`src/rtl/desc_dma_pkg.sv`:
```
package desc_dma_pkg;

  // Response dwords per descriptor fetch and the one holding the control word
  localparam int DESC_BEATS = 8;
  localparam int BEAT_W     = $clog2(DESC_BEATS);
  localparam int CTRL_BEAT  = 4;
  localparam logic [31:0] DONE_WORD = 32'h0000_0001;

  typedef enum logic [1:0] {
    ST_IDLE,
    ST_REQ,
    ST_DATA,
    ST_HAND
  } fetchState_e;

  // Strobes from control to datapath
  typedef struct packed {
    logic              fetchValid;
    logic              doneValid;
    logic              capEn;
    logic [BEAT_W-1:0] capBeat;
    logic              handValid;
  } ctrlStrobe_t;

endpackage

```
`src/rtl/desc_dma_track.sv`:
```
module desc_dma_track #(
  parameter int IDX_W = 7
) (
  input  logic             clk,
  input  logic             rstN,
  input  logic             lpWr,
  input  logic [IDX_W-1:0] lpIdx,
  input  logic             decodeEn,
  input  logic [IDX_W-1:0] decodeIdx,
  input  logic [IDX_W-1:0] decodeId,
  input  logic             cplValid,
  input  logic [IDX_W-1:0] cplId,
  input  logic             doneTake,
  output logic             doneAny,
  output logic [IDX_W-1:0] doneSelId,
  output logic             pendAny
);
  localparam int NUM = 1 << IDX_W;

  logic [NUM-1:0] reportQ, reportN;  // indexed by descriptor index
  logic [NUM-1:0] pendQ, pendN;      // indexed by ID: waiting for completion
  logic [NUM-1:0] doneQ, doneN;      // indexed by ID: done write owed
  logic           decodeHit;

  always_comb begin
    reportN = reportQ;
    pendN   = pendQ;
    doneN   = doneQ;
    decodeHit = reportQ[decodeIdx] || (lpWr && (lpIdx == decodeIdx));
    if (lpWr) reportN[lpIdx] = 1'b1;
    if (decodeEn) begin
      reportN[decodeIdx] = 1'b0;
      if (decodeHit) pendN[decodeId] = 1'b1;
    end
    if (doneTake) doneN[doneSelId] = 1'b0;
    if (cplValid && pendQ[cplId]) begin
      pendN[cplId] = 1'b0;
      doneN[cplId] = 1'b1;
    end
  end

  always_ff @(posedge clk) begin
    if (!rstN) begin
      reportQ <= '0;
      pendQ   <= '0;
      doneQ   <= '0;
    end else begin
      reportQ <= reportN;
      pendQ   <= pendN;
      doneQ   <= doneN;
    end
  end

  // Lowest owed ID goes first
  always_comb begin
    doneSelId = '0;
    for (int i = NUM - 1; i >= 0; i--) begin
      if (doneQ[i]) doneSelId = IDX_W'(i);
    end
  end

  assign doneAny = |doneQ;
  assign pendAny = |pendQ;


  sel_valid_chk: assert property (@(posedge clk) disable iff (!rstN)
    doneAny |-> doneQ[doneSelId]);


  no_stray_done_chk: assert property (@(posedge clk) disable iff (!rstN)
    (cplValid && !pendQ[cplId] && !doneQ[cplId]) |=> !doneQ[$past(cplId)]);

endmodule

```
`src/rtl/desc_dma_fsm.sv`:
```
module desc_dma_fsm
  import desc_dma_pkg::*;
#(
  parameter int IDX_W = 7
) (
  input  logic             clk,
  input  logic             rstN,
  input  logic             lpWr,
  input  logic [IDX_W-1:0] lpIdx,
  input  logic             memReqReady,
  input  logic             memRspValid,
  input  logic             movReady,
  input  logic             doneAny,
  input  logic [IDX_W-1:0] doneSelId,
  output ctrlStrobe_t      strobe,
  output logic [IDX_W-1:0] fetchIdx,
  output logic [IDX_W-1:0] doneId,
  output logic             doneTake,
  output logic             decodeEn,
  output logic             busyCore
);
  fetchState_e       state;
  logic [IDX_W-1:0]  nextIdx, lastPtr, doneIdQ;
  logic              workPend, doneBusy;
  logic [BEAT_W-1:0] beatCnt;
  logic              handFire, lastBeat;

  assign doneTake = doneAny && !doneBusy && (state != ST_REQ);
  assign handFire = (state == ST_HAND) && movReady;
  assign lastBeat = (beatCnt == BEAT_W'(DESC_BEATS - 1));

  always_comb begin
    strobe            = '0;
    strobe.fetchValid = (state == ST_REQ);
    strobe.doneValid  = doneBusy;
    strobe.capEn      = (state == ST_DATA) && memRspValid;
    strobe.capBeat    = beatCnt;
    strobe.handValid  = (state == ST_HAND);
  end

  assign decodeEn = strobe.capEn && (beatCnt == BEAT_W'(CTRL_BEAT));
  assign fetchIdx = nextIdx;
  assign doneId   = doneIdQ;
  assign busyCore = workPend || doneBusy || (state != ST_IDLE);

  always_ff @(posedge clk) begin
    if (!rstN) begin
      state    <= ST_IDLE;
      nextIdx  <= '0;
      lastPtr  <= '0;
      workPend <= 1'b0;
      doneBusy <= 1'b0;
      doneIdQ  <= '0;
      beatCnt  <= '0;
    end else begin
      if (lpWr) begin
        lastPtr  <= lpIdx;
        workPend <= 1'b1;
      end else if (handFire && (nextIdx == lastPtr)) begin
        workPend <= 1'b0;
      end

      if (doneTake) begin
        doneBusy <= 1'b1;
        doneIdQ  <= doneSelId;
      end else if (doneBusy && memReqReady) begin
        doneBusy <= 1'b0;
      end

      unique case (state)
        ST_IDLE: if (workPend && !doneBusy && !doneAny) state <= ST_REQ;
        ST_REQ: if (memReqReady) begin
          state   <= ST_DATA;
          beatCnt <= '0;
        end
        ST_DATA: if (memRspValid) begin
          beatCnt <= beatCnt + 1'b1;
          if (lastBeat) state <= ST_HAND;
        end
        ST_HAND: if (movReady) begin
          nextIdx <= nextIdx + 1'b1;
          state   <= ST_IDLE;
        end
        default: state <= ST_IDLE;
      endcase
    end
  end


  one_req_chk: assert property (@(posedge clk) disable iff (!rstN)
    !(strobe.fetchValid && strobe.doneValid));


  single_fetch_chk: assert property (@(posedge clk) disable iff (!rstN)
    (strobe.fetchValid && memReqReady) |=> (state == ST_DATA));

endmodule

```
`src/rtl/desc_dma_dp.sv`:
```
module desc_dma_dp
  import desc_dma_pkg::*;
#(
  parameter int ADDR_W    = 12,
  parameter int CHAN_BASE = 0,
  parameter int IDX_W     = 7,
  parameter int LEN_W     = 18,
  parameter int ID_LSB    = 18
) (
  input  logic              clk,
  input  logic              rstN,
  input  logic              regWrEn,
  input  logic [ADDR_W-1:0] regAddr,
  input  logic [31:0]       regWrData,
  input  ctrlStrobe_t       strobe,
  input  logic [IDX_W-1:0]  fetchIdx,
  input  logic [IDX_W-1:0]  doneId,
  input  logic [31:0]       memRspData,
  output logic              lpWr,
  output logic [IDX_W-1:0]  lpIdx,
  output logic [IDX_W-1:0]  rspId,
  output logic              memReqValid,
  output logic              memReqWrite,
  output logic [63:0]       memReqAddr,
  output logic [31:0]       memReqWrData,
  output logic [63:0]       memReqLocal,
  output logic [63:0]       movSrc,
  output logic [63:0]       movDst,
  output logic [LEN_W-1:0]  movLen,
  output logic [IDX_W-1:0]  movId
);
  localparam int STATUS_BYTES = (1 << IDX_W) * 4;
  localparam int DESC_SHIFT   = 5;  // 32-byte descriptors
  localparam logic [ADDR_W-1:0] A_BASE_LO = ADDR_W'(CHAN_BASE + 'h00);
  localparam logic [ADDR_W-1:0] A_BASE_HI = ADDR_W'(CHAN_BASE + 'h04);
  localparam logic [ADDR_W-1:0] A_FIFO_LO = ADDR_W'(CHAN_BASE + 'h08);
  localparam logic [ADDR_W-1:0] A_FIFO_HI = ADDR_W'(CHAN_BASE + 'h0C);
  localparam logic [ADDR_W-1:0] A_LAST    = ADDR_W'(CHAN_BASE + 'h10);

  logic [63:0]      tableBase, fifoAddr;
  logic [63:0]      fetchAddr, doneAddr;
  logic [31:0]      srcLo, srcHi, dstLo, dstHi;
  logic [LEN_W-1:0] lenQ;
  logic [IDX_W-1:0] idQ;

  always_ff @(posedge clk) begin
    if (!rstN) begin
      tableBase <= '0;
      fifoAddr  <= '0;
    end else if (regWrEn) begin
      unique case (regAddr)
        A_BASE_LO: tableBase[31:0]  <= regWrData;
        A_BASE_HI: tableBase[63:32] <= regWrData;
        A_FIFO_LO: fifoAddr[31:0]   <= regWrData;
        A_FIFO_HI: fifoAddr[63:32]  <= regWrData;
        default: ;
      endcase
    end
  end

  assign lpWr  = regWrEn && (regAddr == A_LAST);
  assign lpIdx = regWrData[IDX_W-1:0];
  assign rspId = memRspData[ID_LSB +: IDX_W];

  // Descriptor field capture by response beat
  always_ff @(posedge clk) begin
    if (!rstN) begin
      srcLo <= '0; srcHi <= '0; dstLo <= '0; dstHi <= '0;
      lenQ  <= '0; idQ   <= '0;
    end else if (strobe.capEn) begin
      unique case (strobe.capBeat)
        BEAT_W'(0): srcLo <= memRspData;
        BEAT_W'(1): srcHi <= memRspData;
        BEAT_W'(2): dstLo <= memRspData;
        BEAT_W'(3): dstHi <= memRspData;
        BEAT_W'(CTRL_BEAT): begin
          lenQ <= memRspData[LEN_W-1:0];
          idQ  <= memRspData[ID_LSB +: IDX_W];
        end
        default: ;
      endcase
    end
  end

  assign movSrc = {srcHi, srcLo};
  assign movDst = {dstHi, dstLo};
  assign movLen = lenQ;
  assign movId  = idQ;

  assign fetchAddr = tableBase + 64'(STATUS_BYTES) + (64'(fetchIdx) << DESC_SHIFT);
  assign doneAddr  = tableBase + (64'(doneId) << 2);

  assign memReqValid  = strobe.fetchValid || strobe.doneValid;
  assign memReqWrite  = strobe.doneValid;
  assign memReqAddr   = strobe.doneValid ? doneAddr : fetchAddr;
  assign memReqWrData = strobe.doneValid ? DONE_WORD : 32'h0;
  assign memReqLocal  = strobe.doneValid ? 64'h0 : fifoAddr;

endmodule

```
`src/rtl/desc_dma_ctrl.sv`:
```
module desc_dma_ctrl
  import desc_dma_pkg::*;
#(
  parameter int ADDR_W    = 12,
  parameter int CHAN_BASE = 0,
  parameter int IDX_W     = 7,
  parameter int LEN_W     = 18,
  parameter int ID_LSB    = 18
) (
  input  logic              clk,
  input  logic              rstN,
  input  logic              regWrEn,
  input  logic [ADDR_W-1:0] regAddr,
  input  logic [31:0]       regWrData,
  output logic              memReqValid,
  input  logic              memReqReady,
  output logic              memReqWrite,
  output logic [63:0]       memReqAddr,
  output logic [31:0]       memReqWrData,
  output logic [63:0]       memReqLocal,
  input  logic              memRspValid,
  input  logic [31:0]       memRspData,
  output logic              movValid,
  input  logic              movReady,
  output logic [63:0]       movSrc,
  output logic [63:0]       movDst,
  output logic [LEN_W-1:0]  movLen,
  output logic [IDX_W-1:0]  movId,
  input  logic              cplValid,
  input  logic [IDX_W-1:0]  cplId,
  output logic              busy
);
  ctrlStrobe_t      strobe;
  logic             lpWr, doneTake, decodeEn, busyCore, doneAny, pendAny;
  logic [IDX_W-1:0] lpIdx, rspId, fetchIdx, doneId, doneSelId;

  desc_dma_fsm #(.IDX_W(IDX_W)) uFsm (
    .clk, .rstN, .lpWr, .lpIdx, .memReqReady, .memRspValid, .movReady,
    .doneAny, .doneSelId, .strobe, .fetchIdx, .doneId, .doneTake,
    .decodeEn, .busyCore
  );

  desc_dma_dp #(
    .ADDR_W(ADDR_W), .CHAN_BASE(CHAN_BASE), .IDX_W(IDX_W),
    .LEN_W(LEN_W), .ID_LSB(ID_LSB)
  ) uDp (
    .clk, .rstN, .regWrEn, .regAddr, .regWrData, .strobe, .fetchIdx,
    .doneId, .memRspData, .lpWr, .lpIdx, .rspId, .memReqValid,
    .memReqWrite, .memReqAddr, .memReqWrData, .memReqLocal,
    .movSrc, .movDst, .movLen, .movId
  );

  desc_dma_track #(.IDX_W(IDX_W)) uTrack (
    .clk, .rstN, .lpWr, .lpIdx, .decodeEn, .decodeIdx(fetchIdx),
    .decodeId(rspId), .cplValid, .cplId, .doneTake, .doneAny,
    .doneSelId, .pendAny
  );

  assign movValid = strobe.handValid;
  assign busy     = busyCore || pendAny || doneAny;


  req_hold_chk: assert property (@(posedge clk) disable iff (!rstN)
    (memReqValid && !memReqReady) |=>
      (memReqValid && $stable(memReqAddr) && $stable(memReqWrite)));


  mov_hold_chk: assert property (@(posedge clk) disable iff (!rstN)
    (movValid && !movReady) |=>
      (movValid && $stable(movSrc) && $stable(movDst) && $stable(movId)));


  idle_quiet_chk: assert property (@(posedge clk) disable iff (!rstN)
    !busy |-> (!memReqValid && !movValid));

endmodule

```
`config.mk`:
```
export PLATFORM = sky130hd
export DESIGN_NAME = desc_dma_ctrl
export DESIGN_NICKNAME = d
export VERILOG_FILES = /design/src/rtl/desc_dma_pkg.sv /design/src/rtl/desc_dma_track.sv /design/src/rtl/desc_dma_fsm.sv /design/src/rtl/desc_dma_dp.sv /design/src/rtl/desc_dma_ctrl.sv
export SDC_FILE = /design/constraint.sdc
export NUM_CORES = 2
export LEC_CHECK = 0
export ABC_AREA = 1
export BUFFER_PORTS_ARGS = -buffer_cell sky130_fd_sc_hd__buf_4
export CAP_MARGIN = 30
export CORE_MARGIN = 5
export CORE_UTILIZATION = 50
export CTS_BUF_LIST = sky130_fd_sc_hd__clkbuf_16
export DETAILED_ROUTE_END_ITERATION = 7
export PLACE_DENSITY = 0.71
export SYNTH_ARGS = -nofsm -noshare
export SYNTH_HDL_FRONTEND = slang
export SYNTH_HIERARCHICAL = 1
export SYNTH_SLANG_ARGS = --single-unit
export TNS_END_PERCENT = 30
```
`constraint.sdc`:
```
create_clock -name clk -period 6.15 [get_ports clk]
set_clock_uncertainty 0.15 [all_clocks]
set_input_delay 0.615 -clock clk [delete_from_list [all_inputs] [get_ports clk]]
set_output_delay 0.615 -clock clk [all_outputs]
set_load 0.03 [all_outputs]
```
==> results.toml <==
[run_status]
status = "finished, violations left"
failed_checks = "setup timing"

[logic_synthesis]
yosys.area.top_type = "dfxtp_1"
synth_area_leaders = "dfxtp_1 39%, nor2_1 9.9%, nand2_1 9.8%"
synth.top_cell.area_share = 0.394
synth_area_per_cell_um2 = 6.72
synth_flop_cell = "dfxtp_1"
synth_seq_cells = 693
syn_inst = 5234
synth_edf_count = 0
synth.distinct_cells = 60
synthesis.area_um2 = 35200
seq_area_frac_synth = 0.394
ys_warn_count = 6
async_flop_share = 0

[die]
rows = 97
chipWidth_um = 275
core-area_um2 = 69900
initial_core_util = 0.503
fp.dieH_um = 275
die_area_um2 = 75800
io_pins = 407

[sta]
period_minus_slack_ns = 7.42
final.setup.tns_ns = -154.37
finalHoldViolations = 0
final-setup-viol-count = 128
drv_slew = 0
fmax_mhz = 135
setup_slack_ns = -1.27
max_slew_margin = 0.266
finalCritPeriodShare = 1.21
worst_slew_pin_slew_ns = 1.10
rsz0062_at_grt = "true"

[worst_setup_path]
reg2reg_slack_ns = -1.27
cpMostUsedCell = "nand2_1"
cp_max_fo = 12
critical_path_class = "flop to flop"
worst-endpoint-arrival_ns = 7.74
startpoint_type = "flop"
crit_slowest_cell = "dfxtp_2"
cp_slowest_stage_delay_ns = 0.33
worstPathRequired_ns = 6.48
end_kind = "flop"

[power_and_ir_drop]
pwr-share-seq = 0.485
p_sw_mw = 2.22
ir_drop_mv = 0.267
swShare = 0.240
p_clk_frac = 0.477
comb_power_share = 0.038
leakage_nw = 16.8
p_per_area_nw_per_um2 = 222
cell_internal_pwr_mw = 7.03

[placement]
portBuffers = 375
dp_hpwl_mm = 86.7
place_congestion = 1.02
postPlaceCellArea_um2 = 39100

[grt]
grt_pass1_vias = 34700
grt_max_degree = 212
grt_use_total = 0.322
overflow = 0
antenna_found_initial = 2
grt_pass1_wl_mm = 196

[finish]
areaGrowthSynthToFinish_pct = 18.6
final_area_um2 = 41700
num-nets-final = 5658
drive_gt1_frac = 0.142
antenna_cells = 0

[drt]
drt_iter0_drc = 4174
ant_nets = 0
wl_per_cell_um = 19.8
drc = 0
via_per_inst = 5.75
wl_mm = 129
first_pass_iters = 6
via_count = 37600

[clock_tree]
cts_tree = "done"
htree_num_levels = 3
insertion_delay_ns = 0.63
clockBufferDepth = 3
cts_buffers = 76
clk_pin_slew_ns = 0.06
cts.sinks = 693
root_buffer = "clkbuf_16"

[flow_run]
max_cap_violations = 0

[worst_hold_path]
hp-class = "input pin to flop"
==> layer usage <==
layer / vias up / wire length (µm) / global-route usage
met5: - / 13 / 0
met4: 2 / 6010 / 0.143
met3: 352 / 13800 / 0.0730
met2: 2021 / 56900 / 0.498
met1: 17400 / 52600 / 0.432
li1: 17800 / - / -
==> cells in the mapped netlist, types with 9 or more instances <==
library cell and instances:
buf_4 52, a221oi_1 47, dfxtp_1 693, a21oi_1 356, inv_1 586, nand2_1 916
inv_2 12, xnor2_1 21, nand4_1 123, a21oi_2 60, nor2_4 10, o21ai_0 441
nand2_2 28, o21ai_1 25, clkbuf_1 205, xor2_1 9, nor4_1 51, buf_6 15
a22oi_1 41, nand3_2 10, nor2_1 924, nor2_2 14, ha_1 31, buf_1 11
a22o_1 13, nor3_1 148, nand3_1 190, a31oi_1 108, buf_2 11
==> registers in the layout (all words and copies together) (netlist names) <==
name and count:
uTrack/doneQ 128, uTrack/pendQ 128, uTrack/reportQ 128, uDp/fifoAddr 64, uDp/tableBase 64, uDp/dstHi 32, uDp/dstLo 32, uDp/srcHi 32
uDp/srcLo 32, uDp/movLen 18, uDp/movId 7, uFsm/doneId 7, uFsm/fetchIdx 7, uFsm/lastPtr 7, uFsm/beatCnt 3, uFsm/state 2
uFsm/doneBusy 1, uFsm/workPend 1
==> cells by family (layout without fill, tap and decap cells) <==
group	after synthesis	in the layout	share of synthesized area
flip-flops	693	693	0.394
AO/OA/AOI/OAI	1138	1138	0.186
other	1	31	0.000107
adder cells (fa/ha/maj)	33	33	0.0122
AND/OR/NAND/NOR	2439	2439	0.295
XOR/XNOR	30	30	0.00747
buffers and inverters	900	1234	0.105
==> path summary, 6_finish.rpt <==
check | startpoint | to | cells after the start
setup / recovery | uTrack/doneQ[126] | uTrack/doneQ[90] | 132
setup reg to reg | uTrack/doneQ[126] | uTrack/doneQ[90] | 132
hold reg to reg | uDp/dstHi[19] | uDp/dstHi[19] | 2
hold / removal | memRspData[31] | uDp/srcHi[31] | 3
==> power by group through the flow <==
| stage | Sequential, mW | Clock, mW | Combinational [mW] |
|---|---|---|---|
| floorplan | 4.59 | 0 | 0.202 |
| detailed placement | 4.59 | 0 | 0.340 |
| global placement | 4.59 | 0 | 0.339 |
| finish | 4.49 | 4.41 | 0.352 |
| CTS | 4.49 | 4.47 | 0.340 |
| global route | 4.49 | 4.67 | 0.375 |
==> final cells by class <==
| class | count | area, µm² |
|---|---|---|
| clock inverters | 64 | 450 |
| flip-flops and latches | 693 | 13900 |
| clock buffers | 77 | 1930 |
| well taps | 940 | 1180 |
| repair buffers | 487 | 3970 |
| inverters | 606 | 2280 |
| fillers | 6715 | 28200 |
| multi-input cells | 3671 | 18000 |
==> placed cells by master (no fill, tap or decap), types with 8 or more instances in the layout <==
| master | n |
|---|---|
| clkinv_2 | 9 |
| clkinv_1 | 32 |
| nand2_1 | 912 |
| nand2_2 | 31 |
| nor3_4 | 12 |
| nand3_2 | 14 |
| o21ai_1 | 25 |
| buf_4 | 462 |
| a21oi_1 | 354 |
| nor3_1 | 130 |
| nor4_2 | 8 |
| a22oi_1 | 41 |
| nand4_1 | 123 |
| conb_1 | 31 |
| nor2_1 | 914 |
| a221oi_1 | 47 |
| dfxtp_1 | 690 |
| nor2_4 | 11 |
| a22o_1 | 13 |
| inv_1 | 601 |
| inv_2 | 14 |
| a31oi_1 | 108 |
| o21ai_0 | 441 |
| buf_12 | 14 |
| nor4_1 | 43 |
| xor2_1 | 9 |
| clkbuf_16 | 79 |
| nand3_1 | 185 |
| a21oi_2 | 62 |
| a41oi_1 | 8 |
| xnor2_1 | 21 |
| ha_1 | 31 |
| nor3_2 | 11 |
| nor2_2 | 23 |
==> worst max-delay path: cells and delay by family (launching register included) <==
kind / cells / cell delay [ns]
and+or+nand+nor: 129 / 6.51
DFF: 1 / 0.33
buffers and inverters: 2 / 0.21
AOI/OAI and AO/OA: 1 / 0.06
==> metrics by stage <==
| step | setup WS, ns | util | power (mW) | hold WS (ns) | cells |
|---|---|---|---|---|---|
| 2_1_floorplan | -0.242 | - | 4.79 | 0.279 | 5264 |
| 3_3_place_gp | -1.32 | 0.558 | 4.93 | 0.283 | 6382 |
| 3_5_place_dp | -1.24 | 0.560 | 4.93 | 0.287 | 6390 |
| 4_1_cts | -1.25 | 0.596 | 9.30 | 0.0498 | 6536 |
| 5_1_grt | -2.51 | 0.597 | 9.53 | 0.0844 | 6538 |
| 6_report | -1.27 | 0.597 | 9.25 | 0.0877 | 6538 |
==> what timing repair did <==
item,4_1_cts,5_1_grt
cloned,2,3
gates resized for setup,7,13
setup buffers,3,1
endpoints found under the setup margin,128,128
hold buffers,0,0
pin swaps,3,8
(Power assumes the default switching activity.)
